<file path="config.mk">
export PLATFORM = sky130hd
export DESIGN_NAME = asram_ctl
export DESIGN_NICKNAME = d
export VERILOG_FILES = /design/src/rtl/asram_ctl_pkg.sv /design/src/rtl/asram_ctl_seq.sv /design/src/rtl/asram_ctl_pins.sv /design/src/rtl/asram_ctl.sv
export SDC_FILE = /design/constraint.sdc
export NUM_CORES = 1
export LEC_CHECK = 0
export BUFFER_PORTS_ARGS = -buffer_cell sky130_fd_sc_hd__buf_4
export CORE_ASPECT_RATIO = 1.5
export CORE_MARGIN = 3
export CORE_UTILIZATION = 42
export DETAILED_ROUTE_END_ITERATION = 10
export PLACE_DENSITY = 0.76
export SLEW_MARGIN = 20
export SYNTH_ARGS = -nofsm -noshare
export SYNTH_HDL_FRONTEND = slang
export SYNTH_SLANG_ARGS = --single-unit
</file>
<file path="constraint.sdc">
create_clock -name clk -period 1.8 [get_ports clk]
set_input_delay 0.09 -clock clk [delete_from_list [all_inputs] [get_ports clk]]
set_output_delay 0.09 -clock clk [all_outputs]
set_load 0.02 [all_outputs]
</file>
<file path="src/rtl/asram_ctl_pkg.sv">
// Package: shared state encoding and the timing arithmetic for the
// asynchronous SRAM controller. Assumes nanosecond figures are integers.
package asram_ctl_pkg;

    typedef enum logic [2:0] {
        ST_IDLE,
        ST_RD,
        ST_TURN,
        ST_WFLOAT,
        ST_WDRIVE,
        ST_WREC
    } ctl_state_e;

    typedef enum int {
        TM_RC, TM_AA, TM_ACE, TM_DOE, TM_WC,
        TM_SCE, TM_AW, TM_PWE, TM_SD, TM_HZWE
    } tm_sel_e;

    // Nanosecond figure for one interval of the fast (1) or slow (0) grade.
    function automatic int tm_ns(input bit fast, input tm_sel_e sel);
        case (sel)
            TM_RC, TM_AA, TM_ACE, TM_WC: return fast ? 55 : 70;
            TM_DOE:                      return fast ? 25 : 35;
            TM_SCE, TM_AW:               return fast ? 45 : 60;
            TM_PWE:                      return fast ? 45 : 50;
            TM_SD:                       return 30;
            TM_HZWE:                     return fast ? 20 : 25;
            default:                     return 0;
        endcase
    endfunction

    // Round a nanosecond interval up to whole clock cycles.
    function automatic int ns2cyc(input int ns, input int clk_ps);
        return (ns * 1000 + clk_ps - 1) / clk_ps;
    endfunction

    function automatic int imax(input int a, input int b);
        return (a > b) ? a : b;
    endfunction

endpackage

</file>
<file path="src/rtl/asram_ctl_seq.sv">
// Sequencer: holds the controller phase and a single down-counter that
// times every phase. A phase lasts (its count) cycles and ends on the edge
// where the counter reads zero. Assumes every count is at least 1.
module asram_ctl_seq
    import asram_ctl_pkg::*;
#(
    parameter int ACC_C  = 11,
    parameter int FLT_C  = 4,
    parameter int DS_C   = 6,
    parameter int REC_C  = 1,
    parameter int TURN_C = 1
) (
    input  logic       clk,
    input  logic       rst_n,
    input  logic       accept,
    input  logic       is_write,
    output ctl_state_e state,
    output logic       done
);
    localparam int MAXC = imax(imax(ACC_C, FLT_C), imax(imax(DS_C, REC_C), TURN_C));
    localparam int CW   = $clog2(MAXC + 1);
    localparam logic [CW-1:0] ACC_L  = CW'(ACC_C - 1);
    localparam logic [CW-1:0] FLT_L  = CW'(FLT_C - 1);
    localparam logic [CW-1:0] DS_L   = CW'(DS_C - 1);
    localparam logic [CW-1:0] REC_L  = CW'(REC_C - 1);
    localparam logic [CW-1:0] TURN_L = CW'(TURN_C - 1);

    logic [CW-1:0] cnt;

    assign done = (cnt == '0);

    // Phase register and interval counter.
    always_ff @(posedge clk) begin
        if (!rst_n) begin
            state <= ST_IDLE;
            cnt   <= '0;
        end else begin
            case (state)
                ST_IDLE: if (accept) begin
                    state <= is_write ? ST_WFLOAT : ST_RD;
                    cnt   <= is_write ? FLT_L : ACC_L;
                end
                ST_RD: if (done) begin
                    state <= ST_TURN;
                    cnt   <= TURN_L;
                end else cnt <= cnt - CW'(1);
                ST_WFLOAT: if (done) begin
                    state <= ST_WDRIVE;
                    cnt   <= DS_L;
                end else cnt <= cnt - CW'(1);
                ST_WDRIVE: if (done) begin
                    state <= ST_WREC;
                    cnt   <= REC_L;
                end else cnt <= cnt - CW'(1);
                ST_TURN, ST_WREC: if (done) state <= ST_IDLE;
                                  else cnt <= cnt - CW'(1);
                default: state <= ST_IDLE;
            endcase
        end
    end


    leave_idle_chk: assert property (@(posedge clk) disable iff (!rst_n)
        (state == ST_IDLE && accept) |=> (state != ST_IDLE));
endmodule

</file>
<file path="src/rtl/asram_ctl_pins.sv">
// Pin stage: every memory-facing signal is a flop so the strobes are
// glitch-free. Reacts to the accept pulse and to the sequencer's phase and
// end-of-phase flag. Assumes the sequencer ends each phase with done high.
module asram_ctl_pins
    import asram_ctl_pkg::*;
#(
    parameter int AW = 19,
    parameter int DW = 8
) (
    input  logic          clk,
    input  logic          rst_n,
    input  logic          accept,
    input  logic          is_write,
    input  logic [AW-1:0] req_addr,
    input  logic [DW-1:0] req_wdata,
    input  ctl_state_e    state,
    input  logic          done,
    input  logic [DW-1:0] mem_dq_i,
    output logic [AW-1:0] mem_addr,
    output logic          mem_ce_n,
    output logic          mem_we_n,
    output logic          mem_oe_n,
    output logic [DW-1:0] mem_dq_o,
    output logic          mem_dq_en,
    output logic [DW-1:0] rdata,
    output logic          rvalid
);
    // Address and write data latch, loaded only when a request is taken.
    always_ff @(posedge clk) begin
        if (!rst_n) begin
            mem_addr <= '0;
            mem_dq_o <= '0;
        end else if (accept) begin
            mem_addr <= req_addr;
            mem_dq_o <= req_wdata;
        end
    end

    // Strobes, data driver enable and read capture.
    always_ff @(posedge clk) begin
        if (!rst_n) begin
            mem_ce_n  <= 1'b1;
            mem_we_n  <= 1'b1;
            mem_oe_n  <= 1'b1;
            mem_dq_en <= 1'b0;
            rdata     <= '0;
            rvalid    <= 1'b0;
        end else begin
            rvalid <= 1'b0;
            if (accept) begin
                mem_ce_n <= 1'b0;
                mem_we_n <= ~is_write;
                mem_oe_n <= is_write;
            end
            case (state)
                ST_RD: if (done) begin
                    rdata    <= mem_dq_i;
                    rvalid   <= 1'b1;
                    mem_ce_n <= 1'b1;
                    mem_oe_n <= 1'b1;
                end
                ST_WFLOAT: if (done) mem_dq_en <= 1'b1;
                ST_WDRIVE: if (done) begin
                    mem_we_n  <= 1'b1;
                    mem_ce_n  <= 1'b1;
                    mem_dq_en <= 1'b0;
                end
                default: ;
            endcase
        end
    end


    oe_off_in_write_chk: assert property (@(posedge clk) disable iff (!rst_n)
        (!mem_ce_n && !mem_we_n) |-> mem_oe_n);

    no_contention_chk: assert property (@(posedge clk) disable iff (!rst_n)
        mem_dq_en |-> mem_oe_n);

    drive_after_we_chk: assert property (@(posedge clk) disable iff (!rst_n)
        $rose(mem_dq_en) |-> (!mem_we_n && $past(!mem_we_n)));

    release_with_we_chk: assert property (@(posedge clk) disable iff (!rst_n)
        $rose(mem_we_n) |-> (!mem_dq_en && mem_ce_n));

    addr_hold_chk: assert property (@(posedge clk) disable iff (!rst_n)
        (!mem_ce_n && $past(!mem_ce_n)) |-> ($stable(mem_addr) && $stable(mem_dq_o)));

    rvalid_pulse_chk: assert property (@(posedge clk) disable iff (!rst_n)
        rvalid |=> !rvalid);
endmodule

</file>
<file path="src/rtl/asram_ctl.sv">
// Asynchronous SRAM controller top. Turns single-beat requests into timed
// read and WE-controlled write cycles. Timing counts are derived from the
// clock period (CLK_PS) and the speed grade (FAST_GRADE). Assumes the
// memory drives mem_dq_i only while CE and OE are low and WE is high.
module asram_ctl
    import asram_ctl_pkg::*;
#(
    parameter int AW         = 19,
    parameter int DW         = 8,
    parameter int CLK_PS     = 5000,
    parameter bit FAST_GRADE = 1'b1
) (
    input  logic          clk,
    input  logic          rst_n,
    input  logic          req,
    input  logic          req_write,
    input  logic [AW-1:0] req_addr,
    input  logic [DW-1:0] req_wdata,
    output logic          ready,
    output logic [DW-1:0] rdata,
    output logic          rvalid,
    output logic [AW-1:0] mem_addr,
    output logic          mem_ce_n,
    output logic          mem_we_n,
    output logic          mem_oe_n,
    output logic [DW-1:0] mem_dq_o,
    input  logic [DW-1:0] mem_dq_i,
    output logic          mem_dq_en
);
    localparam int ACC_C = imax(
        imax(ns2cyc(tm_ns(FAST_GRADE, TM_AA), CLK_PS), ns2cyc(tm_ns(FAST_GRADE, TM_ACE), CLK_PS)),
        imax(ns2cyc(tm_ns(FAST_GRADE, TM_DOE), CLK_PS), ns2cyc(tm_ns(FAST_GRADE, TM_RC), CLK_PS)));
    localparam int FLT_C = imax(1, ns2cyc(tm_ns(FAST_GRADE, TM_HZWE), CLK_PS));
    localparam int END_C = imax(
        imax(ns2cyc(tm_ns(FAST_GRADE, TM_PWE), CLK_PS), ns2cyc(tm_ns(FAST_GRADE, TM_AW), CLK_PS)),
        ns2cyc(tm_ns(FAST_GRADE, TM_SCE), CLK_PS));
    localparam int DS_C  = imax(imax(1, ns2cyc(tm_ns(FAST_GRADE, TM_SD), CLK_PS)), END_C - FLT_C);
    localparam int REC_C = imax(1, ns2cyc(tm_ns(FAST_GRADE, TM_WC), CLK_PS) - FLT_C - DS_C);
    localparam int TURN_C = 1;

    ctl_state_e state;
    logic       done;
    logic       accept;

    assign ready  = (state == ST_IDLE);
    assign accept = req && ready;

    asram_ctl_seq #(
        .ACC_C (ACC_C),
        .FLT_C (FLT_C),
        .DS_C  (DS_C),
        .REC_C (REC_C),
        .TURN_C(TURN_C)
    ) seq_i (
        .clk     (clk),
        .rst_n   (rst_n),
        .accept  (accept),
        .is_write(req_write),
        .state   (state),
        .done    (done)
    );

    asram_ctl_pins #(
        .AW(AW),
        .DW(DW)
    ) pins_i (
        .clk      (clk),
        .rst_n    (rst_n),
        .accept   (accept),
        .is_write (req_write),
        .req_addr (req_addr),
        .req_wdata(req_wdata),
        .state    (state),
        .done     (done),
        .mem_dq_i (mem_dq_i),
        .mem_addr (mem_addr),
        .mem_ce_n (mem_ce_n),
        .mem_we_n (mem_we_n),
        .mem_oe_n (mem_oe_n),
        .mem_dq_o (mem_dq_o),
        .mem_dq_en(mem_dq_en),
        .rdata    (rdata),
        .rvalid   (rvalid)
    );


    req_accept_chk: assert property (@(posedge clk) disable iff (!rst_n)
        (req && ready) |=> !ready);

    idle_strobes_chk: assert property (@(posedge clk) disable iff (!rst_n)
        ready |-> (mem_ce_n && mem_we_n && mem_oe_n && !mem_dq_en));
endmodule

</file>
==> flow_metrics.py <==
metrics = {
    "status": {
        "status": "finished, final reports clean",
    },
    "floorplan": {
        "die_area_um2": 5390,
        "dieWidth_um": 60.9,
        "num_io_pins": 80,
        "fp.dieH_um": 88.4,
        "core_um2": 4280,
        "num_rows": 29,
        "start_util_pct": 44.4,
    },
    "place": {
        "dpl_worst_slack_ps": -52.8,
        "hpwl_um": 3570,
        "place_area_um2": 2610,
        "gp_congestion": 0.878,
        "portBuffers": 79,
    },
    "timing": {
        "max_freq_ghz": 0.584,
        "tightest_slew_ps": 405,
        "fin_crit_ps": 1710,
        "rsz0062_at_grt": "yes",
        "timing.slew.headroom_pct": 73.0,
        "skew_ps": 5.76,
        "setup_viol": 0,
        "fin_crit_sh_pct": 95.2,
        "slew_viol_final": 0,
        "layout_setup_ws_ps": 87.2,
        "hold_viol_final": 0,
        "whs_ps": 8.67,
    },
    "final_layout": {
        "antenna_cells": 0,
        "post_route_cells_drive_above_1_share_pct": 36.1,
        "fillers": 396,
        "final_area_um2": 2760,
        "ff_latch_area_um2": 941,
        "fin_nets": 357,
        "multiInputGateArea_um2": 911,
        "utilization_pct": 64.4,
        "area_growth_pct": 45.1,
    },
    "clock_network": {
        "clk_latency_ps": 290,
        "post-cts-setup-buffers": 0,
        "tritoncts": "done",
        "clockBufferDepth": 2,
        "clkTransAtPathRegs_ps": 80,
        "cts_sinks": 47,
        "cts_root_buffer": "clkbuf_8",
        "numCtsBuffers": 5,
        "cts.htree.levels": 2,
    },
    "routing": {
        "drt-total-wl_um": 4890,
        "dr.pass1.iters": 4,
        "wl_per_cell_um": 13.5,
        "drc": 0,
        "dr.first_iter.drc_count": 101,
        "viasPerCell": 5.34,
        "via_count": 1932,
        "antenna_left": 0,
    },
    "worst_setup_path": {
        "cpPeakStageDelay_ps": 440,
        "startpoint_type": "register",
        "arrival_ps": 1900,
        "r2r_end": "pins_i.rdata[6]",
        "crit_required_ps": 1990,
        "crit_buf_inv": 1,
        "r2r_cells": 6,
        "cp-startpoint": "seq_i.cnt[1]",
        "path_max_fanout": 10,
        "rr_startpoint": "seq_i.cnt[1]",
        "slowest_stage": "or3b_4",
        "critPathKind": "reg2reg",
        "path_cells": "inv_1 -> ha_2 -> or3b_4 -> nor3_4 -> nor2_4 -> a22o_1",
        "r2r_slack_ps": 90,
        "crit_family": "simple AND/OR/NAND/NOR gates",
        "endpoint_kind": "register",
    },
    "synthesis": {
        "syn-num-nets": 268,
        "mappedNetlistArea_um2": 1900,
        "synth_warnings": 0,
        "synthDistinctLibCells": 38,
        "synth_ff_type": "dfxtp_1",
        "async_flop_share_pct": 0,
        "ys_seq_elements": 47,
        "yosysSeqAreaShare_pct": 49.5,
        "synth_area_per_cell_um2": 8.38,
        "synth_cells": 227,
        "synth_edf_count": 0,
    },
    "global_routing": {
        "top_usage_layer": "met2",
        "antenna_found_initial": 0,
        "grt_pass1_vias": 1849,
        "grt_start_max_net_pins": 32,
        "overflow": 0,
        "grt_pass1_wl_um": 7810,
        "use_met1_pct": 20.0,
        "grt_use_total_pct": 18.7,
        "globalRouteMet3Util_pct": 3.94,
        "grt_use_met2_pct": 34.0,
    },
    "worst_hold_path": {
        "min_to": "pins_i.rdata[1]",
        "hp-class": "in2reg",
        "worstHoldStart": "mem_dq_i[1]",
        "holdPathStages": 2,
    },
    "power_and_ir_drop": {
        "peakVddDrop_mv": 0.800,
        "p_leak_nw": 1.22,
        "power.total_mw": 4.02,
        "p_per_area_nw_per_um2": 1460,
    },
    "job": {
        "maxCapViolCount": 0,
    },
}
==> timing repair <==
| item | in CTS | in global routing |
|---|---|---|
| setup endpoints to repair | 10 | 12 |
| hold buffers | 3 | 0 |
| gates cloned | 0 | 0 |
| endpoints found under the hold margin | 3 | 0 |
| gates resized for setup | 3 | 5 |
==> registers in the layout (all words and copies together), names as in the netlist <==
| signal | cells |
|---|---|
| pins_i.mem_addr | 19 |
| pins_i.mem_dq_o | 8 |
| pins_i.rdata | 8 |
| seq_i.cnt | 4 |
| seq_i.state | 3 |
| pins_i.mem_ce_n | 1 |
| pins_i.mem_dq_en | 1 |
| pins_i.mem_oe_n | 1 |
| pins_i.mem_we_n | 1 |
| pins_i.rvalid | 1 |
==> per-layer routing <==
| metal | routed length, um | share of wire (%) | up-vias |
|---|---|---|---|
| li1 | - | - | 961 |
| met1 | 1830 | 37 | 888 |
| met2 | 2600 | 53 | 75 |
| met3 | 372 | 7.6 | 8 |
| met4 | 87 | 1.8 | 0 |
| met5 | 0 | 0 | - |
==> power by group <==
group | internal (mW) | switching (mW)
Clock | 0.266 | 0.335
Sequential | 1.28 | 0.181
Combinational | 0.898 | 1.06
Total | 2.44 | 1.58
==> how the worst max path moves through the flow <==
stage                          endpoint  slack, ps  cells after the start
finish                  pins_i.rdata[6]         90                      6
global route            pins_i.rdata[6]          1                      6
floorplan           pins_i.mem_addr[12]         40                      7
CTS                     pins_i.rdata[7]          7                      6
detailed placement      pins_i.rdata[7]        -50                      6
global placement        pins_i.rdata[0]         20                      6
==> per-stage QoR <==
step / TNS (ps) / std cells
after CTS: 0 / 362
after detailed placement: -352 / 352
after global routing: 0 / 362
after floorplan: 0 / 227
final: 0 / 362
after global placement: 0 / 352
==> worst reg2reg max path: stages, from the launching register on <==
cell     delay [ps]
dfxtp_1         310
inv_1            80
ha_2            210
or3b_4          440
nor3_4          230
nor2_4           90
a22o_1          240
==> cell usage after synthesis (all sizes together) (2+ instances only) <==
cell    number  share of area, %
dfxtp       47                49
nor3b        2              0.79
o21ai        5               1.3
clkbuf       9               1.8
and2         2              0.66
a211oi       2              0.79
nor2         5              0.99
a31oi        2              0.66
o221a        2               1.2
nor4         2               1.4
nor4b        2              0.92
inv          2              0.39
a22o         8               3.7
a21oi       35               9.2
o21a         3               1.2
nand3        4               1.1
nor3         5               1.3
ha           2               1.3
nand2       65                13
buf          7               2.1
and4bb       2               1.3
==> cell usage in the layout, fill, tap and decap left out, drive strengths merged, types with 2 or more instances in the layout <==
| cell type | n |
|---|---|
| a21oi | 35 |
| nor4b | 2 |
| dfxtp | 47 |
| and4bb | 2 |
| clkinv | 3 |
| nand3 | 4 |
| a22o | 8 |
| o21ai | 5 |
| nor3b | 2 |
| nor4 | 2 |
| nor3 | 5 |
| inv | 2 |
| nand2 | 65 |
| buf | 95 |
| nor2 | 5 |
| clkbuf | 5 |
| ha | 2 |
| o21a | 3 |
| o221a | 2 |
| dlygate4sd3 | 3 |
| a211oi | 2 |
| and2 | 2 |
| a31oi | 2 |
==> area by class of cell <==
| cell class | instances | share of cell area (%) |
|---|---|---|
| clock buffers | 5 | 2.49 |
| clock inverters | 2 | 0.499 |
| multi-input cells | 161 | 33.0 |
| flip-flops and latches | 47 | 34.1 |
| inverters | 3 | 0.408 |
| well taps | 46 | 2.09 |
| repair buffers | 98 | 27.4 |
==> logic make-up after synthesis <==
logic type	count (synthesis)	share of synthesized area (%)
xor+xnor	1	0.461
flops	47	49.5
simple gates	94	23.2
compound gates	64	21.1
buf+inv	19	4.47
fa+ha+maj	2	1.32
Note: power is estimated with default switching activity, not from simulation.
